--- src/rtl/rlgn_pkg.sv ---
package rlgn_pkg;

  localparam int PARCEL_W = 16;

  typedef logic [PARCEL_W-1:0] parcel_t;

  // how the head parcel is to be treated
  typedef enum logic [1:0] {
    PK_SHORT = 2'd0,   // single 16-bit parcel
    PK_FULL  = 2'd1,   // first half of a 32-bit instruction
    PK_LONG  = 2'd2    // start of a longer format, not assembled
  } pkind_e;

endpackage

--- src/rtl/rlgn_parcel_class.sv ---
module rlgn_parcel_class
  import rlgn_pkg::*;
(
  input  parcel_t p,
  output pkind_e  kind,
  output logic    bad
);

  always_comb begin
    if (p[1:0] != 2'b11)
      kind = PK_SHORT;
    else if (p[4:0] == 5'b11111)
      kind = PK_LONG;
    else
      kind = PK_FULL;
  end

  // zero parcel, all-ones parcel, or an unsupported longer encoding
  assign bad = (p == '0) || (p == '1) || (kind == PK_LONG);

endmodule

--- src/rtl/rlgn_hw_queue.sv ---
module rlgn_hw_queue
  import rlgn_pkg::*;
#(
  parameter int DEPTH = 4,
  localparam int CNT_W = $clog2(DEPTH + 1)
) (
  input  logic             clk,
  input  logic             rst_n,
  input  logic             flush,
  input  logic             push_en,
  input  logic             push_two,
  input  logic [31:0]      push_data,
  input  logic [1:0]       pop_n,
  output parcel_t          head0,
  output parcel_t          head1,
  output logic [CNT_W-1:0] count
);

  parcel_t          slot   [DEPTH];
  parcel_t          slot_n [DEPTH];
  logic [CNT_W-1:0] count_n;
  logic [CNT_W-1:0] base;
  logic [CNT_W-1:0] push_cnt;
  parcel_t          first_in;

  assign first_in = push_two ? push_data[15:0] : push_data[31:16];
  assign push_cnt = push_en ? (push_two ? CNT_W'(2) : CNT_W'(1)) : CNT_W'(0);
  assign base     = count - CNT_W'(pop_n);

  always_comb begin
    for (int i = 0; i < DEPTH; i++) begin
      if (i + int'(pop_n) < DEPTH)
        slot_n[i] = slot[i + int'(pop_n)];
      else
        slot_n[i] = '0;
    end
    for (int i = 0; i < DEPTH; i++) begin
      if (push_en && (i == int'(base)))
        slot_n[i] = first_in;
      if (push_en && push_two && (i == int'(base) + 1))
        slot_n[i] = push_data[31:16];
    end
    count_n = base + push_cnt;
  end

  always_ff @(posedge clk) begin
    if (!rst_n || flush) begin
      count <= '0;
      for (int i = 0; i < DEPTH; i++) slot[i] <= '0;
    end else begin
      count <= count_n;
      for (int i = 0; i < DEPTH; i++) slot[i] <= slot_n[i];
    end
  end

  assign head0 = slot[0];
  assign head1 = slot[1];

endmodule

--- src/rtl/rlgn_fetch_track.sv ---
module rlgn_fetch_track #(
  parameter int XLEN = 32,
  parameter logic [XLEN-1:0] START_PC = '0
) (
  input  logic            clk,
  input  logic            rst_n,
  input  logic            redir,
  input  logic [XLEN-1:0] redir_pc,
  input  logic            space_ok,
  input  logic            fw_valid,
  input  logic [XLEN-1:0] fw_addr,
  output logic            fw_ready,
  output logic            push_en,
  output logic            push_two
);

  logic [XLEN-1:0] want_addr;
  logic            skip_low;
  logic [XLEN-1:0] word_mask;

  assign word_mask = ~XLEN'(3);
  assign fw_ready  = space_ok && !redir;
  assign push_en   = fw_valid && fw_ready && (fw_addr == want_addr);
  assign push_two  = !skip_low;

  always_ff @(posedge clk) begin
    if (!rst_n) begin
      want_addr <= START_PC & word_mask;
      skip_low  <= START_PC[1];
    end else if (redir) begin
      want_addr <= redir_pc & word_mask;
      skip_low  <= redir_pc[1];
    end else if (push_en) begin
      want_addr <= want_addr + XLEN'(4);
      skip_low  <= 1'b0;
    end
  end

endmodule

--- src/rtl/fetch_realigner.sv ---
module fetch_realigner
  import rlgn_pkg::*;
#(
  parameter int XLEN = 32,
  parameter int DEPTH = 4,
  parameter logic [XLEN-1:0] START_PC = '0,
  localparam int CNT_W = $clog2(DEPTH + 1)
) (
  input  logic            clk,
  input  logic            rst_n,
  input  logic            redir_valid,
  input  logic [XLEN-1:0] redir_pc,
  input  logic            fw_valid,
  output logic            fw_ready,
  input  logic [31:0]     fw_word,
  input  logic [XLEN-1:0] fw_addr,
  output logic            ins_valid,
  input  logic            ins_ready,
  output logic [31:0]     ins_word,
  output logic [XLEN-1:0] ins_pc,
  output logic            ins_len32,
  output logic            ins_illegal
);

  parcel_t          head0, head1;
  logic [CNT_W-1:0] count;
  logic             push_en, push_two, space_ok;
  pkind_e           kind;
  logic             bad;
  logic             emit_ok, fire;
  logic [1:0]       pop_n;
  logic [XLEN-1:0]  pc_q;

  rlgn_hw_queue #(.DEPTH(DEPTH)) u_queue (
    .clk       (clk),
    .rst_n     (rst_n),
    .flush     (redir_valid),
    .push_en   (push_en),
    .push_two  (push_two),
    .push_data (fw_word),
    .pop_n     (pop_n),
    .head0     (head0),
    .head1     (head1),
    .count     (count)
  );

  rlgn_fetch_track #(.XLEN(XLEN), .START_PC(START_PC)) u_track (
    .clk      (clk),
    .rst_n    (rst_n),
    .redir    (redir_valid),
    .redir_pc (redir_pc),
    .space_ok (space_ok),
    .fw_valid (fw_valid),
    .fw_addr  (fw_addr),
    .fw_ready (fw_ready),
    .push_en  (push_en),
    .push_two (push_two)
  );

  rlgn_parcel_class u_class (
    .p    (head0),
    .kind (kind),
    .bad  (bad)
  );

  assign space_ok = (count <= CNT_W'(DEPTH - 2));

  // a 32-bit instruction waits for its second parcel
  assign emit_ok = (count != '0) &&
                   ((kind != PK_FULL) || (count >= CNT_W'(2)));

  assign ins_valid   = emit_ok && !redir_valid;
  assign ins_len32   = (kind == PK_FULL);
  assign ins_word    = ins_len32 ? {head1, head0} : {16'h0000, head0};
  assign ins_illegal = bad;
  assign ins_pc      = pc_q;

  assign fire  = ins_valid && ins_ready;
  assign pop_n = fire ? (ins_len32 ? 2'd2 : 2'd1) : 2'd0;

  always_ff @(posedge clk) begin
    if (!rst_n)
      pc_q <= START_PC & ~XLEN'(1);
    else if (redir_valid)
      pc_q <= redir_pc & ~XLEN'(1);
    else
      pc_q <= pc_q + (XLEN'(pop_n) << 1);
  end

endmodule

--- config.mk ---
export PLATFORM = sky130hd
export DESIGN_NAME = fetch_realigner
export DESIGN_NICKNAME = d
export VERILOG_FILES = /design/src/rtl/rlgn_pkg.sv /design/src/rtl/rlgn_parcel_class.sv /design/src/rtl/rlgn_hw_queue.sv /design/src/rtl/rlgn_fetch_track.sv /design/src/rtl/fetch_realigner.sv
export SDC_FILE = /design/constraint.sdc
export NUM_CORES = 1
export LEC_CHECK = 0
export ABC_CLOCK_PERIOD_IN_PS = 5250
export BUFFER_PORTS_ARGS = -buffer_cell sky130_fd_sc_hd__buf_4
export CAP_MARGIN = 20
export CELL_PAD_IN_SITES_DETAIL_PLACEMENT = 0
export CELL_PAD_IN_SITES_GLOBAL_PLACEMENT = 1
export CORE_MARGIN = 4
export CORE_UTILIZATION = 40
export CTS_BUF_LIST = sky130_fd_sc_hd__clkbuf_4 sky130_fd_sc_hd__clkbuf_8
export DETAILED_ROUTE_END_ITERATION = 8
export PLACE_DENSITY = 0.77
export SETUP_SLACK_MARGIN = 0.3
export SLEW_MARGIN = 10
export SYNTH_ARGS = -nofsm -noshare
export SYNTH_HDL_FRONTEND = slang
export SYNTH_HIERARCHICAL = 1
export SYNTH_SLANG_ARGS = --single-unit
--- constraint.sdc ---
create_clock -name clk -period 5.25 [get_ports clk]
set_clock_uncertainty 0.1 [all_clocks]
set_input_delay 0.7875 -clock clk [delete_from_list [all_inputs] [get_ports clk]]
set_output_delay 0.7875 -clock clk [all_outputs]
set_load 0.05 [all_outputs]
==> out/qor.csv, run 1 <==
stage;metric;value;unit
status;status;complete, no violations;
power;power.switching;0.688;mW
sta;setup_viol;0;
floorplanning;core_area;21100;sq um
cts;cts_resized;0;
finish;final_util;49.0;%
hold_path;min_path_type;flop to flop;
sta;fin_crit;4.25;ns
global_routing;use_met3;5.09;%
global_routing;grt_first_pass_wirelength;45900;um
route;vias;8758;
global_routing;grt_usage;24.2;%
synthesis;avgSynthCellArea;8.02;sq um
synthesis;ys_seq_elements;129;
hold_path;holdPathEnd;u_track/skip_low$_SDFFE_PN0P_;
worst_setup_path;required;5.49;ns
global_routing;grt_max_degree;56;
hold_path;whs_path_depth;2;
worst_setup_path;slowest_stage;and4b_1;
finish;drive_gt1_share;22.4;%
worst_setup_path;cpMostUsedCell;nor2_1;
sta;fmax;236;MHz
global_routing;met1_usage;30.5;%
route;wl_per_cell;20.5;um
sta;final_hold_viol_count;0;
power;p_per_area;220;nW/um^2
worst_setup_path;rr_worst_depth;13;
worst_setup_path;r2r_setup_slack;1.00;ns
power;internal_power;1.58;mW
worst_setup_path;rr_endpoint;u_queue/slot[1][11]$_SDFFE_PP0P_;
power;pwr-share-seq;46.5;%
sta;fin_tns_setup;0;ns
floorplanning;die_y;155;um
finish;multiInputGateArea;5540;sq um
synthesis;synthesis.nets;1182;
synthesis;synth_warnings;6;
finish;syn2layout_area_growth;20.3;%
route;route.detailed.drc;0;
place;place.gp.congestion;0.894;
worst_setup_path;critPathMaxStageDelay;0.67;ns
cts;clock_path_buffers;2;
worst_setup_path;crit_path_end_kind;flop;
place;dp_hpwl;20900;um
cts;cts_tree;built;
finish;ff_latch_area;2580;sq um
synthesis;synth-main-ff-cell;dfxtp_1;
worst_setup_path;crit_type;flop to flop;
global_routing;grt_pass1_vias;8155;
floorplanning;placementRows;53;
floorplanning;die_width;155;um
cts;cts_setup_buffers;0;
finish;fill_cells;2115;
power;p_leak;3.85;nW
synthesis;seq_area_frac_synth;30.1;%
route;drtIter0Drc;642;
floorplanning;io_pins;169;
route;firstDrtPassIters;5;
cts;cts_hold_buffers;0;
synthesis;synth_cell_types;64;
power;finalPower;2.27;mW
cts;htree_levels;4;
global_routing;top_usage_layer;met2;
route;wirelength;30200;um
power;comb_power_share;15.0;%
synthesis;netlist_area;8590;sq um
worst_setup_path;cp-start-kind;flop;
floorplanning;dieArea;23900;sq um
cts;numCtsBuffers;17;
hold_path;min_from;u_track/skip_low$_SDFFE_PN0P_;
synthesis;synth_cells;1071;
synthesis;synth_edf_count;0;
sta;drv_slew;0;
global_routing;gr-usage-met2;41.5;%
route;vias_per_cell;5.94;
power;clkPwrFrac;38.4;%
worst_setup_path;cp_max_fo;14;
cts;clk_latency;0.45;ns
worst_setup_path;cp_cell_sequence;nand3_1 > nor2_1 > nand2b_1 > a211oi_1 > nor2_1 > and3_2 > ha_1 > inv_1 > fa_1 > and4b_1 > nand2_1 > or2_2 > a32o_1;
power;vdd_drop_max;0.000138;V
worst_setup_path;arrival;4.49;ns
power;p_sw_share;30.3;%
global_routing;grt_overflow;0;
finish;final_nets;1299;
synthesis;ys_async_sr_fraction;0;%
finish;diodes;0;
floorplanning;start_util;40.7;%
route;antenna_left;0;
global_routing;antenna_found_initial;0;
cts;clock_sinks;129;
sta;slew_headroom;25.7;%
sta;timing.final.crit_share;80.9;%
sta;rsz0062_at_grt;no;
flow_run;drv_cap;0;
cts;cts_root_buffer;clkbuf_8;
sta;worst_pin_slew;1.11;ns
place;io_buffers;166;
cts;path_clk_slew;0.08;ns
[Yosys cell counts, drive strengths merged (13+ instances only)]
master  number  area [sq um]
o31ai       17           128
clkbuf      53           199
buf         34           190
and2        27           169
nor2        55           206
nand3       56           285
dfxtp      129          2580
nand2       72           270
a211oi      38           285
a22oi       21           158
nor4        19           119
or4         17           131
inv         25          93.8
mux2        29           327
xor2        38           340
nor3        13          75.1
mux2i       72           721
a31oi       20           125
nand4       18           119
a21oi      103           515
or2         13          81.3
o21ai       56           280
o22ai       27           169
[layer usage]
layer / vias up / wire length (um)
li1: 4252 / -
met1: 4183 / 12800
met2: 290 / 14800
met3: 33 / 1940
met4: 0 / 624
met5: - / 0
[critical path: cells and delay by family, from the launching register on]
kind / cells / cell delay [ns]
and+or+nand+nor: 8 / 2.43
adders and majority gates: 2 / 0.74
DFF: 1 / 0.46
AOI/OAI and AO/OA: 2 / 0.35
buffers and inverters: 1 / 0.05
[how the worst max path moves through the flow]
stage / from / to / slack (ns) / cells past startpoint
floorplan: flop / u_queue/slot[1][10]$_SDFFE_PP0P_ / 0.38 / 16
global placement: fw_addr[18] / u_queue/slot[1][9]$_SDFFE_PP0P_ / 1.09 / 10
detailed placement: flop / u_queue/slot[1][9]$_SDFFE_PP0P_ / 1.05 / 13
CTS: flop / u_queue/slot[1][6]$_SDFFE_PP0P_ / 1.03 / 12
global route: flop / u_queue/slot[1][9]$_SDFFE_PP0P_ / 0.70 / 13
finish: flop / u_queue/slot[1][11]$_SDFFE_PP0P_ / 1.00 / 13
[kinds of logic (layout without fill, tap and decap cells)]
logic type,Yosys count,count (layout),synth area share (%)
xor gates and xnor gates,45,45,4.68
and+or+nand+nor,337,337,20.8
DFF,129,129,30.1
AOI/OAI and AO/OA,336,336,24.8
adders and majority gates,10,10,1.72
other,1,1,0.0437
muxes,101,101,12.2
buffers and inverters,112,241,5.62
[layout by cell type, fill, tap and decap left out, types with 7 or more instances in the layout]
cell type and count:
buf_4 185, dfxtp_1 129, a21oi_1 103, nand2_1 72
mux2i_1 72, nor2_1 55, nand3_1 55, o21ai_0 54
a211oi_1 38, xor2_1 37, mux2_2 29, and2_1 27
o22ai_1 27, inv_1 24, a22oi_1 21, a31oi_1 19
nor4_1 19, clkbuf_8 18, nand4_1 17, o31ai_1 17
or4_1 16, or3_1 11, or2_2 11, nor3_1 11
a211o_1 8, and4_1 7, xnor2_1 7, and3_1 7
o221ai_1 7, a32o_1 7
[through the flow]
stage,hold WS (ns),cell area [sq um],setup slack [ns],std cells
finish,0.376,10300,1.00,1475
global route,0.398,10300,0.698,1475
CTS,0.381,10300,1.03,1475
detailed placement,0.371,9950,1.05,1444
global placement,0.357,9950,1.09,1444
floorplan,0.348,8590,0.378,1071
[cell type report]
| type | instances | area share, % |
|---|---|---|
| inverter | 25 | 0.908 |
| sequential | 129 | 25.0 |
| clock inverter | 12 | 1.30 |
| clock buffer | 19 | 2.47 |
| multi-input combinational | 830 | 53.6 |
| tap | 275 | 3.33 |
| timing repair buffer | 185 | 13.4 |
[power groups by stage]
stage               clock network, mW  registers, mW  logic, mW
finish                          0.873           1.06      0.342
detailed placement                  0           1.08      0.342
global route                    0.928           1.06      0.367
CTS                             0.890           1.06      0.343
floorplan                           0           1.12      0.143
global placement                    0           1.08      0.340
Power figures use the tool's default switching activity.
==> run 2, diff against run 1 <==
--- a/config.mk
+++ b/config.mk
@@ -5,7 +5,7 @@
 export SDC_FILE = /design/constraint.sdc
 export NUM_CORES = 1
 export LEC_CHECK = 0
-export ABC_CLOCK_PERIOD_IN_PS = 5250
+export ABC_CLOCK_PERIOD_IN_PS = 4500
 export BUFFER_PORTS_ARGS = -buffer_cell sky130_fd_sc_hd__buf_4
 export CAP_MARGIN = 20
 export CELL_PAD_IN_SITES_DETAIL_PLACEMENT = 0
==> constraint.sdc (replaced) <==
create_clock -name clk -period 4.5 [get_ports clk]
set_clock_uncertainty 0.1 [all_clocks]
set_input_delay 0.675 -clock clk [delete_from_list [all_inputs] [get_ports clk]]
set_output_delay 0.675 -clock clk [all_outputs]
set_load 0.05 [all_outputs]
==> run 2 against run 1 <==
Critical path depth is the same. Utilization grew 0.28 points. Largest power group unchanged. Via count grew 0.63%. Global-route usage grew 0.28 points. Sequential cell count is the same. Non-clock buffer count grew 4. Final area grew 0.58%. Critical endpoint is now u_queue/slot[1][0]$_SDFFE_PP0P_. Sequential power grew 16%. Cell count grew 0.34%. Count of clock-buffer cells in the layout grew 1. First-iteration DRC count shrank 4.4%.
==> out/qor.csv, run 2 (synthesis results as in run 1) <==
stage;metric;value;unit
status;status;complete, no violations;
power;p_per_area;257;nW/um^2
sta;fmax;260;MHz
sta;fin_tns_setup;0;ns
route;wl_per_cell;20.1;um
finish;final_nets;1303;
cts;cts_tree;built;
flow_run;drv_cap;0;
cts;clk_latency;0.45;ns
cts;path_clk_slew;0.08;ns
worst_setup_path;slowest_stage;and3_1;
worst_setup_path;cpMostUsedCell;nor2b_1;
finish;drive_gt1_share;23.2;%
global_routing;grt_usage;24.4;%
global_routing;antenna_found_initial;0;
route;antenna_left;0;
hold_path;min_path_type;input pin to flop;
floorplanning;die_y;155;um
route;vias_per_cell;5.95;
place;dp_worst_setup_slack;0.743;ns
cts;cts_resized;0;
cts;htree_levels;4;
finish;mostFrequentLayoutCell;buf_4;
place;io_buffers;166;
floorplanning;dieArea;23900;sq um
sta;drv_slew;0;
floorplanning;start_util;40.7;%
worst_setup_path;arrival;4.13;ns
place;dp_hpwl;20900;um
global_routing;grt_overflow;0;
route;dr.max_layer_used;met4;
cts;clock_path_buffers;2;
cts;clock_sinks;129;
global_routing;grt_first_pass_wirelength;46200;um
route;drtIter0Drc;614;
cts;cts_root_buffer;clkbuf_8;
floorplanning;io_pins;169;
sta;final_hold_viol_count;0;
finish;layout_common_cells;189 x buf_4, 124 x dfxtp_1, 103 x a21oi_1;
global_routing;grt_pass1_vias;8294;
worst_setup_path;crit_path_end_kind;flop;
floorplanning;die_width;155;um
global_routing;grt_max_degree;56;
sta;timing.final.crit_share;85.4;%
worst_setup_path;cp-start-kind;flop;
finish;diodes;0;
worst_setup_path;required;4.79;ns
place;place.gp.congestion;0.851;
route;m1WireLength;12100;um
floorplanning;core_area;21100;sq um
cts;cts_setup_buffers;0;
worst_setup_path;critPathMaxStageDelay;0.83;ns
sta;rsz0062_at_grt;no;
finish;syn2layout_area_growth;21.0;%
route;vias;8813;
finish;ff_latch_area;2590;sq um
cts;numCtsBuffers;17;
route;route.detailed.drc;0;
sta;worst_pin_slew;0.945;ns
cts;cts_hold_buffers;0;
power;vdd_drop_max;0.000161;V
power;p_leak;3.88;nW
floorplanning;placementRows;53;
sta;slew_headroom;37.0;%
worst_setup_path;crit_type;flop to flop;
sta;fin_crit;3.84;ns
route;firstDrtPassIters;5;
route;met2WireLength;14500;um
worst_setup_path;cp_max_fo;15;
sta;worst_slack;0.658;ns
finish;fill_cells;2107;
sta;setup_viol;0;
worst_setup_path;cp_cell_sequence;nand3_1 > nor2b_1 > nand2b_1 > a211oi_1 > nor2_4 > and3_2 > ha_1 > inv_1 > fa_1 > nor2b_1 > a31oi_1 > and3_1 > a211o_1;
route;wirelength;29800;um
route;wl_met3;2370;um
finish;multiInputGateArea;5540;sq um
[run 2: cell types whose count changed in the layout (fill, tap and decap cells not counted)]
| cell | delta |
|---|---|
| buf_4 | +4 |
| clkbuf_4 | -1 |
| clkbuf_8 | +2 |
| clkinvlp_4 | +1 |
| dfxtp_1 | -5 |
| dfxtp_2 | +5 |
| inv_6 | -1 |
| nor2_1 | -1 |
| nor2_4 | +1 |
| nor2b_1 | +1 |
| nor2b_2 | -1 |
[run 2: path summary, 6_finish.rpt]
check                           cells after the start                              end                     startpoint  slack [ns]
worst max register to register                     13  u_queue/slot[1][0]$_SDFFE_PP0P_                           flop        0.66
worst min-delay path                                3             ins_pc[1]$_SDFF_PN0_                    redir_pc[1]        0.37
worst min register to register                      2    u_track/skip_low$_SDFFE_PN0P_  u_track/skip_low$_SDFFE_PN0P_        0.38
worst max-delay path                               13  u_queue/slot[1][0]$_SDFFE_PP0P_                           flop        0.66
[run 2: power breakdown]
group / internal (mW) / total (mW) / switching (mW)
Sequential: 1.18 / 1.23 / 0.0568
Clock: 0.537 / 1.04 / 0.502
Combinational: 0.158 / 0.397 / 0.239
[run 2: per-layer routing]
layer	GRT usage, %	up-vias
met4	9.21	0
met2	41.0	334
met1	30.2	4171
met3	6.27	49
met5	0	-
li1	-	4259
[run 2: cell type report]
type	count	area share [%]
clock buffers	20	2.65
inverters	25	0.903
flip-flops and latches	129	24.9
well taps	275	3.31
clock inverters	12	1.28
multi-input cells	830	53.3
repair buffers	189	13.6
[run 2: per-stage QoR]
step,hold slack [ns],area [sq um],util [%],power (mW),instances
floorplan,0.348,8600,-,1.47,1071
global placement,0.358,9990,47.4,1.65,1448
detailed placement,0.366,9990,47.4,1.65,1448
CTS,0.350,10400,49.3,2.69,1480
global route,0.342,10400,49.3,2.79,1480
finish,0.373,10400,49.3,2.67,1480
[run 2: worst max-delay path: cells and delay by family, from the launching register on]
family                     cells  cell delay (ns)
and+or+nand+nor                7             1.73
buffers and inverters          1             0.04
AOI/OAI and AO/OA              3             0.66
adders and majority gates      2             0.86
DFF                            1             0.38
